File: src/rtl/td_pkg.sv
package td_pkg;

   typedef enum logic [3:0] {
      ST_IDLE,
      ST_HWAIT,
      ST_HCHK,
      ST_CLK,
      ST_IOC,
      ST_WLC,
      ST_STBY,
      ST_RET,
      ST_BANK,
      ST_MCL,
      ST_HSOFF,
      ST_POLL,
      ST_SSR,
      ST_CRST
   } td_state_e;

   function automatic int unsigned td_max(input int unsigned a, input int unsigned b);
      return (a > b) ? a : b;
   endfunction

endpackage

File: src/rtl/td_delay_timer.sv
module td_delay_timer #(
   parameter int unsigned W = 8
) (
   input  logic         clk,
   input  logic         rst_n,
   input  logic         load,
   input  logic [W-1:0] len,
   output logic         zero
);

   logic [W-1:0] cnt;

   always_ff @(posedge clk or negedge rst_n) begin
      if (!rst_n)
         cnt <= '0;
      else if (load)
         cnt <= len;
      else if (cnt != '0)
         cnt <= cnt - 1'b1;
   end

   assign zero = (cnt == '0);

endmodule

File: src/rtl/td_bank_switch.sv
module td_bank_switch #(
   parameter int unsigned N  = 20,
   localparam int unsigned IW = (N > 1) ? $clog2(N) : 1
) (
   input  logic          clk,
   input  logic          rst_n,
   input  logic          off_stb,
   input  logic [IW-1:0] idx,
   output logic [N-1:0]  pwr
);

   for (genvar i = 0; i < N; i++) begin : g_bank
      always_ff @(posedge clk or negedge rst_n) begin
         if (!rst_n)
            pwr[i] <= 1'b1;
         else if (off_stb && (idx == IW'(i)))
            pwr[i] <= 1'b0;
      end
   end

endmodule

File: src/rtl/ss_teardown_seq.sv
module ss_teardown_seq
   import td_pkg::*;
#(
   parameter int unsigned NBANK     = 20,
   parameter int unsigned HALT_TMO  = 64,
   parameter int unsigned BANK_WAIT = 50,
   parameter int unsigned SETTLE    = 2,
   parameter int unsigned POLL_GAP  = 50,
   parameter int unsigned POLL_MAX  = 200
) (
   input  logic             clk,
   input  logic             rst_n,
   input  logic             start_i,
   input  logic             port_idle_i,
   input  logic             halt_ack_i,
   input  logic             hs_status_i,
   output logic             halt_req_o,
   output logic             clk_en_o,
   output logic             io_clamp_o,
   output logic             wl_clamp_o,
   output logic             l2_stby_n_o,
   output logic             slp_ret_n_o,
   output logic [NBANK-1:0] bank_pwr_o,
   output logic             mem_clamp_o,
   output logic             hs_en_o,
   output logic             ss_rst_o,
   output logic             core_rst_o,
   output logic             busy_o,
   output logic             done_o,
   output logic             err_o,
   output logic             halt_fault_o
);

   localparam int unsigned MAXD = td_max(td_max(HALT_TMO, BANK_WAIT),
                                         td_max(SETTLE, POLL_GAP));
   localparam int unsigned TW   = $clog2(MAXD + 1);
   localparam int unsigned IW   = (NBANK > 1) ? $clog2(NBANK) : 1;
   localparam int unsigned PW   = $clog2(POLL_MAX + 1);

   if (NBANK < 2) begin : g_chk_nbank
      $error("NBANK must be at least 2");
   end
   if (HALT_TMO < 1 || BANK_WAIT < 1 || SETTLE < 1 || POLL_GAP < 1) begin : g_chk_delay
      $error("all delay parameters must be at least 1");
   end
   if (POLL_MAX < 1) begin : g_chk_poll
      $error("POLL_MAX must be at least 1");
   end

   td_state_e      state;
   logic [IW-1:0]  bank_idx;
   logic [PW-1:0]  poll_cnt;
   logic           tmr_load;
   logic [TW-1:0]  tmr_len;
   logic           tmr_zero;
   logic           bank_off;

   td_delay_timer #(.W(TW)) u_timer (
      .clk   (clk),
      .rst_n (rst_n),
      .load  (tmr_load),
      .len   (tmr_len),
      .zero  (tmr_zero)
   );

   td_bank_switch #(.N(NBANK)) u_banks (
      .clk     (clk),
      .rst_n   (rst_n),
      .off_stb (bank_off),
      .idx     (bank_idx),
      .pwr     (bank_pwr_o)
   );

   // timer loads and bank strobes for the current state
   always_comb begin
      tmr_load = 1'b0;
      tmr_len  = '0;
      bank_off = 1'b0;
      unique case (state)
         ST_IDLE: begin
            if (start_i && !port_idle_i) begin
               tmr_load = 1'b1;
               tmr_len  = TW'(HALT_TMO - 1);
            end
         end
         ST_RET: begin
            tmr_load = 1'b1;
         end
         ST_BANK: begin
            if (tmr_zero) begin
               bank_off = 1'b1;
               tmr_load = 1'b1;
               tmr_len  = TW'(BANK_WAIT - 1);
            end
         end
         ST_HSOFF: begin
            tmr_load = 1'b1;
            tmr_len  = TW'(SETTLE - 1);
         end
         ST_POLL: begin
            if (tmr_zero && hs_status_i && (poll_cnt != PW'(POLL_MAX - 1))) begin
               tmr_load = 1'b1;
               tmr_len  = TW'(POLL_GAP - 1);
            end
         end
         default: ;
      endcase
   end

   always_ff @(posedge clk or negedge rst_n) begin
      if (!rst_n) begin
         state        <= ST_IDLE;
         bank_idx     <= '0;
         poll_cnt     <= '0;
         halt_req_o   <= 1'b0;
         clk_en_o     <= 1'b1;
         io_clamp_o   <= 1'b0;
         wl_clamp_o   <= 1'b0;
         l2_stby_n_o  <= 1'b1;
         slp_ret_n_o  <= 1'b1;
         mem_clamp_o  <= 1'b0;
         hs_en_o      <= 1'b1;
         ss_rst_o     <= 1'b0;
         core_rst_o   <= 1'b0;
         done_o       <= 1'b0;
         err_o        <= 1'b0;
         halt_fault_o <= 1'b0;
      end else begin
         done_o <= 1'b0;
         err_o  <= 1'b0;
         unique case (state)
            ST_IDLE: begin
               if (start_i) begin
                  halt_fault_o <= 1'b0;
                  if (port_idle_i) begin
                     state <= ST_CLK;
                  end else begin
                     halt_req_o <= 1'b1;
                     state      <= ST_HWAIT;
                  end
               end
            end
            ST_HWAIT: begin
               if (halt_ack_i || tmr_zero)
                  state <= ST_HCHK;
            end
            ST_HCHK: begin
               halt_req_o   <= 1'b0;
               halt_fault_o <= !port_idle_i;
               state        <= ST_CLK;
            end
            ST_CLK: begin
               clk_en_o <= 1'b0;
               state    <= ST_IOC;
            end
            ST_IOC: begin
               io_clamp_o <= 1'b1;
               state      <= ST_WLC;
            end
            ST_WLC: begin
               wl_clamp_o <= 1'b1;
               state      <= ST_STBY;
            end
            ST_STBY: begin
               l2_stby_n_o <= 1'b0;
               state       <= ST_RET;
            end
            ST_RET: begin
               slp_ret_n_o <= 1'b0;
               bank_idx    <= '0;
               state       <= ST_BANK;
            end
            ST_BANK: begin
               if (tmr_zero) begin
                  if (bank_idx == IW'(NBANK - 1))
                     state <= ST_MCL;
                  else
                     bank_idx <= bank_idx + 1'b1;
               end
            end
            ST_MCL: begin
               if (tmr_zero) begin
                  mem_clamp_o <= 1'b1;
                  state       <= ST_HSOFF;
               end
            end
            ST_HSOFF: begin
               hs_en_o  <= 1'b0;
               poll_cnt <= '0;
               state    <= ST_POLL;
            end
            ST_POLL: begin
               if (tmr_zero) begin
                  if (!hs_status_i) begin
                     state <= ST_SSR;
                  end else if (poll_cnt == PW'(POLL_MAX - 1)) begin
                     err_o <= 1'b1;
                     state <= ST_IDLE;
                  end else begin
                     poll_cnt <= poll_cnt + 1'b1;
                  end
               end
            end
            ST_SSR: begin
               ss_rst_o <= 1'b1;
               state    <= ST_CRST;
            end
            ST_CRST: begin
               core_rst_o <= 1'b1;
               done_o     <= 1'b1;
               state      <= ST_IDLE;
            end
            default: state <= ST_IDLE;
         endcase
      end
   end

   assign busy_o = (state != ST_IDLE);

endmodule

File: config.mk
export PLATFORM = sky130hd
export DESIGN_NAME = ss_teardown_seq
export DESIGN_NICKNAME = d
export VERILOG_FILES = /design/src/rtl/td_pkg.sv /design/src/rtl/td_delay_timer.sv /design/src/rtl/td_bank_switch.sv /design/src/rtl/ss_teardown_seq.sv
export SDC_FILE = /design/constraint.sdc
export NUM_CORES = 1
export LEC_CHECK = 0
export ABC_AREA = 0
export ABC_CLOCK_PERIOD_IN_PS = 3100
export BUFFER_PORTS_ARGS = -buffer_cell sky130_fd_sc_hd__buf_2
export CORE_AREA = 2 2 78 80
export DETAILED_ROUTE_END_ITERATION = 7
export DIE_AREA = 0 0 80 82
export HOLD_SLACK_MARGIN = 0.02
export PLACE_DENSITY = 0.75
export SLEW_MARGIN = 20
export SYNTH_ARGS = -nofsm -noshare
export SYNTH_HDL_FRONTEND = slang
export SYNTH_SLANG_ARGS = --single-unit
File: constraint.sdc
create_clock -name clk -period 3.1 [get_ports clk]
set_input_delay 0.155 -clock clk [delete_from_list [all_inputs] [get_ports clk]]
set_output_delay 0.155 -clock clk [all_outputs]
set_load 0.01 [all_outputs]
Word-level counts from Yosys, hierarchy flattened. Index checks and enable logic that the tools add are counted.

Bits in registers: 57. Bits of input ports: 6. Output and inout bits: 34. Logic and storage cells: 164.

Add/sub/neg operators: 3. Equal/unequal tests: 45. Multiplexer cells: 38. Reduce and logical (&&, ||, !) cells: 41.

Operators by type and width (count): $pmux W4 S13 (1); $eq A5 B4 Y1 const B (8); $mux W4 (8); $eq A4 B4 Y1 const B (6); $mux W8 (3); $pmux W6 S4 (1); $logic_and A1 B1 Y1 (23); $eq A5 B3 Y1 const B (4); $eq A5 B5 Y1 const B (4); $ne A2 B2 Y1 const B (10); $mux W6 (3); $eq A4 B3 Y1 const B (4); $pmux W8 S2 (1); $mux W7 (2); $mux W1 (12); $eq A5 B2 Y1 const B (2); $mux W5 (2); $pmux W5 S2 (1); $add A8 B1 Y8 const B (1); $eq A4 B2 Y1 const B (2); $eq A8 B8 Y1 const B (1); $ne A8 B8 Y1 const B (1); $reduce_bool A2 Y1 (4); $logic_not A7 Y1 (1); 19 further kinds (22).

Longest topological paths before layout.
Depth in word-level cells: 6. Mapped depth: 8. Mapped depth without buffers: 7.

By module. A second synthesis with hierarchy kept.

Cell total of the unflattened synthesis: 255. Area total of the unflattened synthesis: 2798.9 um^2.

By module, submodules not included: ss_teardown_seq (times used 1, cells an instance 155, area each 1574.0 um^2, seq. area each 755.7 um^2); td_bank_switch (times used 1, cells an instance 57, area each 790.8 um^2, seq. area each 525.5 um^2); td_delay_timer (times used 1, cells an instance 43, area each 434.2 um^2, seq. area each 175.2 um^2).

Worst setup path before layout. No wires, ideal clock.

Kind: flip-flop to flip-flop. From: register u_timer.cnt[0]. To: register u_timer.cnt[1]. Library setup time: 0.120 ns. Arrival time: 1.771 ns. Data required time: 2.980 ns. Setup slack: 1.209 ns. Stages on the path, launching flop included: 9. Buffers on the path: 1. Clock period less this slack: 1.891 ns. Cells stage by stage: dfrtp_1 inv_1 ha_1 nor3b_2 and2_1 buf_2 a21oi_1 o32a_1 a31o_2.

Longest elaborated chain between the ends: 6. Elaborated cells on any way between the ends: 11. Classes of those cells: add/sub: 1; mux: 5; reduce/logical: 5.

RTL lines: from (decl) (line td_delay_timer.sv:11) `logic [W-1:0] cnt;`; from (signal assigned) (line td_delay_timer.sv:17) `cnt <= len;`; from (signal assigned) (line td_delay_timer.sv:19) `cnt <= cnt - 1'b1;`; branches (longest 6 deep; another with $sub A7 B1 Y7).

Parallel ways; which one is timed is not known. The select of a mux whose other input is x is not followed. A chain may end at the register's enable or synchronous reset.

Worst setup path after layout.
From: register state[3]. To: register poll_cnt[5].

Longest elaborated chain between the ends: 3. Elaborated cells on any way between the ends: 8. Classes of those cells: eq/ne: 5; mux: 1; reduce/logical: 2.

RTL lines: from (decl) (line ss_teardown_seq.sv:50) `td_state_e state;`; from (signal assigned) (line ss_teardown_seq.sv:112) `state <= ST_IDLE;`; from (signal assigned) (line ss_teardown_seq.sv:136) `state <= ST_CLK;`; from (signal assigned) (line ss_teardown_seq.sv:139) `state <= ST_HWAIT;`; $eq A4 B4 Y1 (line ss_teardown_seq.sv:131) `unique case (state)`; $ne A2 B2 Y1 (no source line) or $reduce_bool A2 Y1 (tied branches); $reduce_and A4 Y1 (no source line); to (signal assigned) (line ss_teardown_seq.sv:200) `poll_cnt <= poll_cnt + 1'b1;`; to (decl) (line ss_teardown_seq.sv:52) `logic [PW-1:0] poll_cnt;`.

Several ways; a longest one is shown, not always the timed one.

==> results.cfg <==
[status]
run_status = finished clean

[clock_tree]
cts_sinks = 57
cts_hold_buf = 1
post_cts_buffers = 0
clk_path_buf_depth = 2
cts_tree = built
cts_htree_levels = 3
ctsResizeCount = 0
cts_buffers = 9
cts_root_buf = clkbuf_8
clock_latency_ps = 340
clk_pin_slew_ps = 60

[logic_synthesis]
synth_cell_types = 54
synthCells = 266
synth_nets = 279
ys_top_cells_by_count = 33 x dfrtp_1, 24 x dfstp_2, 22 x nand2_1, 18 x o21ai_0
synth_edf_count = 0
synth_area_sq_um = 2780
synth-seq-cells = 57
synth_largest_area_cell = dfrtp_1
synth_top_area_share = 0.298
synthArstFlopShare = 1.00
yosysMostFrequentCell = dfrtp_1
ys_dominant_reg_cell = dfrtp_1
yosysWarnings = 0
synth_seq_area_share = 0.525
syn_avg_cell_area_sq_um = 10.4
ys_top_cells_by_area = dfrtp_1 30%, dfstp_2 23%, a21boi_0 4.1%

[route]
met3WireLength_um = 252
firstDrtPassIters = 4
top_layer = met4
drcViolationCount = 0
vias = 2144
wl_met1_um = 2880
via_per_inst = 5.54
wl_met2_um = 2760
drtIter0Drc = 126
wire_per_inst_um = 15.4
ant_nets = 0
routed_wl_um = 5970

[worst_setup_path]
critPathBufInv = 0
cp_top_family = simple AND/OR/NAND/NOR gates
crit_type = reg2reg
cp_max_fo = 19
critPathArrivalTime_ps = 2540
cpPeakStageDelay_ps = 690
slowest_stage = dfrtp_1
start_kind = register
path_cells = nor2b_4, and2_1, o2bb2ai_2, or4_1, a21oi_1
required_ps = 3370
crit_path_end_kind = register

[placement]
gp_congestion = 0.853
dp_hpwl_um = 4220
port_buffers = 39

[layout]
layout-drive-gt1-share = 0.298
syn_to_final_growth_pct = 14.9
diodes = 0
multi_input_area_sq_um = 1190
nets = 320
nFillCells = 514
ff_latch_area_sq_um = 1460

[die]
rows = 28
io_pins = 40
core_sq_um = 5750
die_x_um = 80
die_area_sq_um = 6560
die_h_um = 82
start_util = 0.483

[timing]
worstMarginPinSlew_ps = 650
rsz0062_at_grt = false
fmax_mhz = 440
finClkSkew_ps = 9.63
hold_violations = 0
final_max_slew_viol_count = 0
whs_ps = 126
layout_worst_path_cycle_share = 0.733
finalSetupViolCount = 0
fin_tns_setup_ps = 0
slew-limit-headroom = 0.567
fin_crit_ps = 2270

[power]
p_per_area_nw_per_um2 = 429
p_seq_frac = 0.545
switching_share = 0.224
p_leak_nw = 1.44
max-vdd-ir-drop_uv = 377
clkPwrFrac = 0.438
p_comb_frac = 0.017
p_sw_w = 0.000307
p_int_w = 0.00106

[global_routing]
overflow = 0
track_usage = 0.194
grt_max_degree = 30
grt_pass1_vias = 1963
antenna_found_initial = 0
grt_pass1_wl_um = 9580

[flow_run]
cap_violations = 0

[worst_hold_path]
min_path_type = in2reg
==> path summary, 6_finish.rpt <==
kind,cells after the start,start,endpoint,slack (ps)
worst min-delay path,3,hs_status_i,err_o,130
min in group asynchronous,2,rst_n,bank_idx[1],380
worst max-delay path,5,state[3],poll_cnt[5],830
worst min register to register,2,u_banks.pwr[4],u_banks.pwr[4],460
max in group asynchronous,3,rst_n,u_banks.pwr[8],1980
worst max register to register,5,state[3],poll_cnt[5],830
==> metal layers <==
layer  track usage  vias up
met4        0.0831        0
met3        0.0473        6
met2         0.283       59
met5             0        -
li1              -     1046
met1         0.276     1033
==> registers in the layout (all words and copies together) (netlist names), 4 cells and up <==
| name | count |
|---|---|
| bank_idx | 5 |
| poll_cnt | 8 |
| state | 4 |
| u_banks.pwr | 20 |
| u_timer.cnt | 7 |
==> power groups by stage <==
stage / Combinational [W] / Sequential, W / Clock, W
floorplan: 0.00000120 / 0.000758 / 0
global placement: 0.0000230 / 0.000758 / 0
detailed placement: 0.0000233 / 0.000758 / 0
CTS: 0.0000245 / 0.000746 / 0.000608
global route: 0.0000274 / 0.000745 / 0.000644
finish: 0.0000231 / 0.000746 / 0.000598
==> layout by cell type, fill, tap and decap left out, types with 2 or more instances in the layout <==
cell type  netlist  final
a21boi_0        15     15
a21o_1           3      3
a21oi_1         12     12
a31o_2           3      3
a31oi_1          4      4
and2_1           7      7
and3_1           4      4
buf_2            3     39
buf_4            3      2
clkbuf_1         5      3
clkbuf_8         0     10
clkinv_2         0      2
dfrtp_1         33     33
dfstp_2         24     24
ha_1             7      7
inv_1           15     15
nand2_1         22     22
nand3_1         11     11
nand4_1          4      4
nor2_1          11     11
nor2b_1          3      3
nor3_1           7      7
nor4_1           2      2
o211ai_1         3      3
o21a_1           2      2
o21ai_0         18     18
o31a_1           5      5
o31ai_1          2      2
or2_2            2      2
or3_1            6      6
or4_1            2      2
xnor2_1          3      3
xor2_1           2      2
==> worst reg2reg max path, cell delays in order, from the launching register on <==
cell	delay (ps)
dfrtp_1	690
nor2b_4	290
and2_1	290
o2bb2ai_2	220
or4_1	570
a21oi_1	150
==> layout make-up <==
type | count | share of cell area
well taps | 75 | 0.0294
inverters | 15 | 0.0177
multi-input cells | 182 | 0.375
clock inverters | 3 | 0.00549
repair buffers | 42 | 0.0691
clock buffers | 13 | 0.0467
flip-flops and latches | 57 | 0.457
==> through the flow <==
| step | worst slack [ps] | instance area [sq um] | total power, W | cells | utilization |
|---|---|---|---|---|---|
| floorplan | 1210 | 2780 | 0.000759 | 266 | - |
| global placement | 951 | 3010 | 0.000781 | 370 | 0.524 |
| detailed placement | 909 | 3010 | 0.000781 | 370 | 0.524 |
| CTS | 890 | 3190 | 0.00138 | 387 | 0.555 |
| global route | 657 | 3190 | 0.00142 | 387 | 0.555 |
| finish | 829 | 3190 | 0.00137 | 387 | 0.555 |
==> logic make-up after synthesis <==
group,after synthesis,share of synthesized area
AOI/OAI and AO/OA,75,0.184
buffers and inverters,27,0.0446
xor gates and xnor gates,5,0.0158
adders and majority gates,7,0.0316
muxes,1,0.00406
and+or+nand+nor,94,0.195
DFF,57,0.525
No activity file was read; power rests on OpenSTA's default activity.
